$ cat src/rtl/i2cs_pkg.sv
// Shared encodings for the I2C master command sequencer.
// Field positions are fixed by software's view of the command word.
package i2cs_pkg;
    localparam int CMD_W     = 16;  // writable low half of command word
    localparam int RD_W      = 32;  // full readback width
    localparam int STATE_W   = 4;
    localparam int STATE_LSB = 19;
    localparam int STS_W     = 6;

    // command flag positions
    localparam int F_START = 0;
    localparam int F_TX    = 1;
    localparam int F_RX    = 3;
    localparam int F_LAST  = 4;
    localparam int F_STOP  = 5;

    // status flag positions
    localparam int S_ACK   = 0;
    localparam int S_NAK   = 1;
    localparam int S_RXD   = 2;
    localparam int S_NSTOP = 4;
    localparam int S_ABN   = 5;

    typedef enum logic [STATE_W-1:0] {
        XS_IDLE    = 4'h0,
        XS_ACTIVE  = 4'h8,
        XS_START   = 4'h9,
        XS_RESTART = 4'hA,
        XS_STOP    = 4'hB,
        XS_TXD     = 4'hC,
        XS_RXD     = 4'hE
    } xfer_state_t;

    typedef enum logic [2:0] {
        OP_NONE  = 3'd0,
        OP_START = 3'd1,
        OP_SEND  = 3'd2,
        OP_RECV  = 3'd3,
        OP_NAK   = 3'd4,
        OP_STOP  = 3'd5
    } eng_op_t;

    typedef enum logic [2:0] {
        PH_IDLE, PH_DISP, PH_W_START, PH_W_TX, PH_W_TXEND,
        PH_W_RX, PH_W_NAK, PH_W_STOP
    } phase_t;

    typedef enum logic [2:0] {
        PK_NONE, PK_START, PK_TX, PK_RX, PK_STOP
    } pick_t;
endpackage

$ cat src/rtl/i2cs_status.sv
// Sticky status flags: set pulses from the sequencer, write-1-to-clear
// from software. A set in the same cycle as a clear wins.
module i2cs_status #(
    parameter int W = 6
) (
    input  logic         clk,
    input  logic         rst_n,
    input  logic [W-1:0] set_pulse,
    input  logic         clr_we,
    input  logic [W-1:0] clr_mask,
    output logic [W-1:0] flags
);
    logic [W-1:0] clr_eff;

    // Clear mask applies only with its strobe.
    always_comb clr_eff = clr_we ? clr_mask : '0;

    // Flag register update.
    always_ff @(posedge clk) begin
        if (!rst_n) flags <= '0;
        else        flags <= (flags & ~clr_eff) | set_pulse;
    end
endmodule

$ cat src/rtl/i2cs_seq.sv
// Command flag sequencer. Holds the low command half and the transfer
// state, picks the next flag in START, TX, RX, STOP order, issues one
// engine request and waits for its done pulse.
// Assumes the engine never returns done in the cycle of its request.
module i2cs_seq
    import i2cs_pkg::*;
#(
    parameter int DATA_W = 8
) (
    input  logic              clk,
    input  logic              rst_n,
    input  logic              accept,
    input  logic [CMD_W-1:0]  cmd_wdata,
    input  logic [DATA_W-1:0] tx_byte,
    input  logic              rx_done_flag,
    input  logic              eng_done,
    input  logic              eng_ack,
    input  logic [DATA_W-1:0] eng_rdata,
    output logic              busy,
    output logic [CMD_W-1:0]  flags,
    output xfer_state_t       xstate,
    output logic              eng_req,
    output eng_op_t           eng_op,
    output logic [DATA_W-1:0] eng_wdata,
    output logic [DATA_W-1:0] rx_byte,
    output logic [STS_W-1:0]  sts_set
);
    phase_t phase;
    pick_t  pick;
    logic   rx_pend;

    // Choose the highest-priority flag still to be acted on.
    always_comb begin
        rx_pend = flags[F_RX] | flags[F_LAST];
        if (flags[F_START])                  pick = PK_START;
        else if (flags[F_TX])                pick = PK_TX;
        else if (rx_pend && !rx_done_flag)   pick = PK_RX;
        else if (flags[F_STOP])              pick = PK_STOP;
        else                                 pick = PK_NONE;
    end

    // Status set pulses, aligned with the state update.
    always_comb begin
        sts_set = '0;
        case (phase)
            PH_W_START, PH_W_TX:
                if (eng_done) sts_set[eng_ack ? S_ACK : S_NAK] = 1'b1;
            PH_W_RX:
                if (eng_done) sts_set[S_RXD] = 1'b1;
            PH_W_STOP:
                if (eng_done) sts_set[S_NSTOP] = 1'b1;
            PH_DISP:
                if (pick == PK_STOP && !xstate[3]) sts_set[S_ABN] = 1'b1;
            default: ;
        endcase
    end

    // Sequencing state machine.
    always_ff @(posedge clk) begin
        if (!rst_n) begin
            phase     <= PH_IDLE;
            busy      <= 1'b0;
            flags     <= '0;
            xstate    <= XS_IDLE;
            eng_req   <= 1'b0;
            eng_op    <= OP_NONE;
            eng_wdata <= '0;
            rx_byte   <= '0;
        end else begin
            eng_req <= 1'b0;
            case (phase)
                PH_IDLE: if (accept) begin
                    flags <= cmd_wdata;
                    busy  <= 1'b1;
                    phase <= PH_DISP;
                end
                PH_DISP: case (pick)
                    PK_START: begin
                        xstate    <= xstate[3] ? XS_RESTART : XS_START;
                        eng_req   <= 1'b1;
                        eng_op    <= OP_START;
                        eng_wdata <= tx_byte;
                        phase     <= PH_W_START;
                    end
                    PK_TX: begin
                        xstate    <= XS_TXD;
                        eng_req   <= 1'b1;
                        eng_op    <= OP_SEND;
                        eng_wdata <= tx_byte;
                        phase     <= PH_W_TX;
                    end
                    PK_RX: begin
                        xstate  <= XS_RXD;
                        eng_req <= 1'b1;
                        eng_op  <= OP_RECV;
                        phase   <= PH_W_RX;
                    end
                    PK_STOP: begin
                        if (xstate[3]) begin
                            xstate  <= XS_STOP;
                            eng_req <= 1'b1;
                            eng_op  <= OP_STOP;
                            phase   <= PH_W_STOP;
                        end else begin
                            xstate        <= XS_IDLE;
                            flags[F_STOP] <= 1'b0;
                        end
                    end
                    default: begin
                        busy  <= 1'b0;
                        phase <= PH_IDLE;
                    end
                endcase
                PH_W_START: if (eng_done) begin
                    flags[F_START] <= 1'b0;
                    flags[F_TX]    <= 1'b0;
                    if (eng_ack) begin
                        xstate <= XS_ACTIVE;
                        phase  <= PH_DISP;
                    end else begin
                        busy  <= 1'b0;
                        phase <= PH_IDLE;
                    end
                end
                PH_W_TX: if (eng_done) begin
                    flags[F_TX] <= 1'b0;
                    if (eng_ack) begin
                        xstate <= XS_ACTIVE;
                        phase  <= PH_DISP;
                    end else begin
                        eng_req <= 1'b1;
                        eng_op  <= OP_STOP;
                        phase   <= PH_W_TXEND;
                    end
                end
                PH_W_TXEND: if (eng_done) begin
                    xstate <= XS_ACTIVE;
                    phase  <= PH_DISP;
                end
                PH_W_RX: if (eng_done) begin
                    rx_byte <= eng_rdata;
                    if (flags[F_LAST]) begin
                        eng_req <= 1'b1;
                        eng_op  <= OP_NAK;
                        phase   <= PH_W_NAK;
                    end else begin
                        flags[F_RX] <= 1'b0;
                        xstate      <= XS_ACTIVE;
                        phase       <= PH_DISP;
                    end
                end
                PH_W_NAK: if (eng_done) begin
                    flags[F_RX]   <= 1'b0;
                    flags[F_LAST] <= 1'b0;
                    xstate        <= XS_ACTIVE;
                    phase         <= PH_DISP;
                end
                PH_W_STOP: if (eng_done) begin
                    flags[F_STOP] <= 1'b0;
                    xstate        <= XS_IDLE;
                    phase         <= PH_DISP;
                end
                default: phase <= PH_IDLE;
            endcase
        end
    end
endmodule

$ cat src/rtl/i2c_cmd_sequencer.sv
// Top of the I2C master command sequencer: acceptance gate, flag
// sequencer and sticky status. Bit timing lives in the external engine.
module i2c_cmd_sequencer
    import i2cs_pkg::*;
#(
    parameter int DATA_W = 8
) (
    input  logic              clk,
    input  logic              rst_n,
    input  logic              master_en,
    input  logic              slave_en,
    input  logic              cmd_we,
    input  logic [15:0]       cmd_wdata,
    input  logic [DATA_W-1:0] tx_byte,
    input  logic              sts_clr_we,
    input  logic [5:0]        sts_clr_mask,
    output logic [31:0]       cmd_rd,
    output logic [5:0]        status,
    output logic [DATA_W-1:0] rx_byte,
    output logic              busy,
    output logic              eng_req,
    output logic [2:0]        eng_op,
    output logic [DATA_W-1:0] eng_wdata,
    input  logic              eng_done,
    input  logic              eng_ack,
    input  logic [DATA_W-1:0] eng_rdata
);
    localparam int HI_PAD  = RD_W - STATE_LSB - STATE_W;
    localparam int MID_PAD = STATE_LSB - CMD_W;

    logic             accept;
    logic [CMD_W-1:0] flags;
    xfer_state_t      xstate;
    eng_op_t          op_q;
    logic [STS_W-1:0] sts_set;

    // Accept a command only when enabled and idle.
    always_comb accept = cmd_we && (master_en || slave_en) && !busy;

    i2cs_seq #(.DATA_W(DATA_W)) u_seq (
        .clk          (clk),
        .rst_n        (rst_n),
        .accept       (accept),
        .cmd_wdata    (cmd_wdata),
        .tx_byte      (tx_byte),
        .rx_done_flag (status[S_RXD]),
        .eng_done     (eng_done),
        .eng_ack      (eng_ack),
        .eng_rdata    (eng_rdata),
        .busy         (busy),
        .flags        (flags),
        .xstate       (xstate),
        .eng_req      (eng_req),
        .eng_op       (op_q),
        .eng_wdata    (eng_wdata),
        .rx_byte      (rx_byte),
        .sts_set      (sts_set)
    );

    i2cs_status #(.W(STS_W)) u_sts (
        .clk       (clk),
        .rst_n     (rst_n),
        .set_pulse (sts_set),
        .clr_we    (sts_clr_we),
        .clr_mask  (sts_clr_mask),
        .flags     (status)
    );

    // Readback word and engine opcode.
    always_comb begin
        cmd_rd = {{HI_PAD{1'b0}}, xstate, {MID_PAD{1'b0}}, flags};
        eng_op = op_q;
    end
endmodule

$ cat config.mk
export PLATFORM = sky130hd
export DESIGN_NAME = i2c_cmd_sequencer
export DESIGN_NICKNAME = d
export VERILOG_FILES = /design/src/rtl/i2cs_pkg.sv /design/src/rtl/i2cs_status.sv /design/src/rtl/i2cs_seq.sv /design/src/rtl/i2c_cmd_sequencer.sv
export SDC_FILE = /design/constraint.sdc
export NUM_CORES = 1
export LEC_CHECK = 0
export CAP_MARGIN = 5
export CORE_ASPECT_RATIO = 0.9
export CORE_MARGIN = 5
export CORE_UTILIZATION = 42
export DETAILED_ROUTE_END_ITERATION = 6
export PLACE_DENSITY_LB_ADDON = 0.2
export SYNTH_ARGS = -nofsm -noshare
export SYNTH_HDL_FRONTEND = slang
export SYNTH_SLANG_ARGS = --single-unit
$ cat constraint.sdc
create_clock -name clk -period 1.81 [get_ports clk]
set_clock_uncertainty 0.1 [all_clocks]
set_input_delay 0.362 -clock clk [delete_from_list [all_inputs] [get_ports clk]]
set_output_delay 0.362 -clock clk [all_outputs]
set_load 0.03 [all_outputs]
==> impl_metrics.tcl <==
set metrics [dict create \
    route.met3.wl_um 541 \
    die_w_um 90.26 \
    grtUsageTotal 0.1841 \
    drt_wl_total_um 7030 \
    cts_hold_buf 0 \
    p_leak_nw 1.974 \
    synth_edf_count 0 \
    crit_family "buffers and inverters" \
    synth_cells 281 \
    required_ns 1.35 \
    crit_type "flop to primary output" \
    io_pins 105 \
    instances_no_fill 470 \
    critPathArrivalTime_ns 1.31 \
    cts_tree "done" \
    max_clock_freq_ghz 0.5641 \
    final_nets 445 \
    io_buffer_count 92 \
    crit_start "u_sts.flags[3]$_SDFF_PN0_" \
    postCtsSetupBuffers 0 \
    hold_path.startpoint "u_sts.flags[3]$_SDFF_PN0_" \
    gp_congestion 0.8606 \
    grt_pass1_vias 2341 \
    ys_async_sr_fraction 0 \
    dp_hpwl_um 5483 \
    area_growth_pct 54.62 \
    min_path_type "flop to flop" \
    ys.flop_type "dfxtp_1" \
    vias_per_cell 5.057 \
    clock_path_buffers 2 \
    min_period_over_period 0.9794 \
    diodes 0 \
    cts_buffers 5 \
    place_inst 462 \
    antenna_found_initial 0 \
    worstPathCellList "clkdlybuf4s50_1" \
    cap_violations 0 \
    drt_iter0_markers 107 \
    finalSetupViolations 0 \
    dr.pass1.iters 4 \
    wl_met1_um 3148 \
    clk_pin_slew_worst_paths_ns 0.10 \
    die_y_um 82.23 \
    antenna_left 0 \
    min_period_ns 1.773 \
    clk_latency_ns 0.31 \
    r2r_slack_ns 0.05 \
    fillCellCount 495 \
    htree_num_levels 2 \
    powerDensity_nw_per_um2 715.9 \
    met2_length_um 3245 \
    ys.warnings.count 0 \
    grt_overflow 0 \
    vdd_ir_drop_max_v 0.0004549 \
    cp_slowest_cell "clkdlybuf4s50_1" \
    grt_pass1_wl_um 11160 \
    whs_ns 0.3365 \
    fin_setup_tns_ns 0 \
    core_area_um2 5660 \
    synth_area_um2 2435 \
    routedWlPerCell_um 14.96 \
    grt_max_degree 16 \
    cts_sinks 50 \
    synth_cell_types 53 \
    ys_seq_elements 50 \
    slew_violations 0 \
    path_max_fanout 2 \
    hold_violations 0 \
    rows 26 \
    worstReg2RegStart "u_seq.flags[4]$_SDFFE_PN0P_" \
    crit_buf_inv 1 \
    cpPeakStageDelay_ns 0.67 \
    end_kind "primary output" \
    drive_above_1_share 0.1600 \
    final_cell_mix "clkdlybuf4s50_1 (47), dfxtp_1 (47), nand2_1 (44)" \
    cts_root_buf "clkbuf_8" \
    start_kind "flop" \
    drc_errors 0 \
    num_vias 2377 \
    design.die.area_um2 7422 \
    synth_seq_area_share 0.4111 \
    syn-mean-instance-area_um2 8.665 \
    start_util 0.4302 \
    status "finished clean" \
    top_layer "met4" \
]
==> final timing paths <==
check / end / cells past startpoint
hold / removal: u_sts.flags[3]$_SDFF_PN0_ / 2
hold reg to reg: u_sts.flags[3]$_SDFF_PN0_ / 2
setup reg to reg: u_seq.phase[0]$_SDFFE_PN0P_ / 4
setup / recovery: status[3] / 1
==> routing by layer <==
layer	vias to the layer above	track usage
li1	1200	-
met1	1084	0.2342
met2	83	0.3034
met3	10	0.05797
met4	0	0.05357
met5	-	0
==> stage by stage <==
stage	setup slack (ns)	total power, mW	cell area [µm²]	util
2_1_floorplan	0.03168	1.672	2476	-
4_1_cts	0.0003951	2.707	3679	0.6499
3_3_place_gp	-0.2030	1.981	3593	0.6348
6_report	0.03722	2.695	3765	0.6651
5_1_grt	-0.01443	2.814	3765	0.6651
3_5_place_dp	-0.2378	1.990	3593	0.6348
==> kinds of logic (layout without fill, tap and decap cells) <==
group / after synthesis / in the layout / share of synthesized area
AO/OA/AOI/OAI: 59 / 59 / 0.1711
other: 1 / 12 / 0.001540
flip-flops: 50 / 50 / 0.4111
AND/OR/NAND/NOR: 113 / 113 / 0.2395
XOR/XNOR: 1 / 1 / 0.003598
buffers and inverters: 35 / 143 / 0.08273
multiplexers: 22 / 22 / 0.09044
==> timing repair <==
item,CTS,global route
pin swaps,0,2
endpoints found under the setup margin,16,42
gates resized for setup,16,34
==> Yosys cell counts, types with 3 or more instances <==
cell type,number,area [µm²]
a211oi_1,3,22.52
nor2b_1,4,25.02
nand2b_1,5,31.28
nand3_1,4,20.02
nand4_1,4,25.02
clkbuf_1,6,22.52
inv_1,6,22.52
buf_4,15,112.6
dfxtp_1,50,1001
nor2_1,32,120.1
nand3b_1,3,22.52
a21oi_1,23,115.1
o21ai_0,4,20.02
nand2_1,44,165.2
o31ai_1,4,30.03
buf_2,4,20.02
mux2i_1,22,220.2
==> flip-flops by register name (all words and copies together), names as in the netlist <==
signal and flops:
u_seq.flags 16, u_seq.eng_wdata 8, u_seq.rx_byte 8, u_sts.flags 6, u_seq.xstate 4, u_seq.eng_op 3, u_seq.phase 3, u_seq.busy 1
u_seq.eng_req 1
==> where the power goes <==
group          leakage [nW]  switching (mW)  internal (mW)
logic                  1.51           0.393          0.360
registers             0.407          0.0447           1.16
clock network        0.0544           0.391          0.351
total                  1.97           0.829           1.87
==> final cells by class <==
| class | count | area [µm²] | share of cell area |
|---|---|---|---|
| clock buffer | 7 | 96.34 | 0.02559 |
| clock inverter | 1 | 8.758 | 0.002326 |
| inverter | 6 | 22.52 | 0.005982 |
| multi-input combinational | 207 | 1279 | 0.3396 |
| sequential | 50 | 1005 | 0.2669 |
| tap | 70 | 87.58 | 0.02326 |
| timing repair buffer | 129 | 1266 | 0.3363 |
Power figures use the tool's default switching activity.
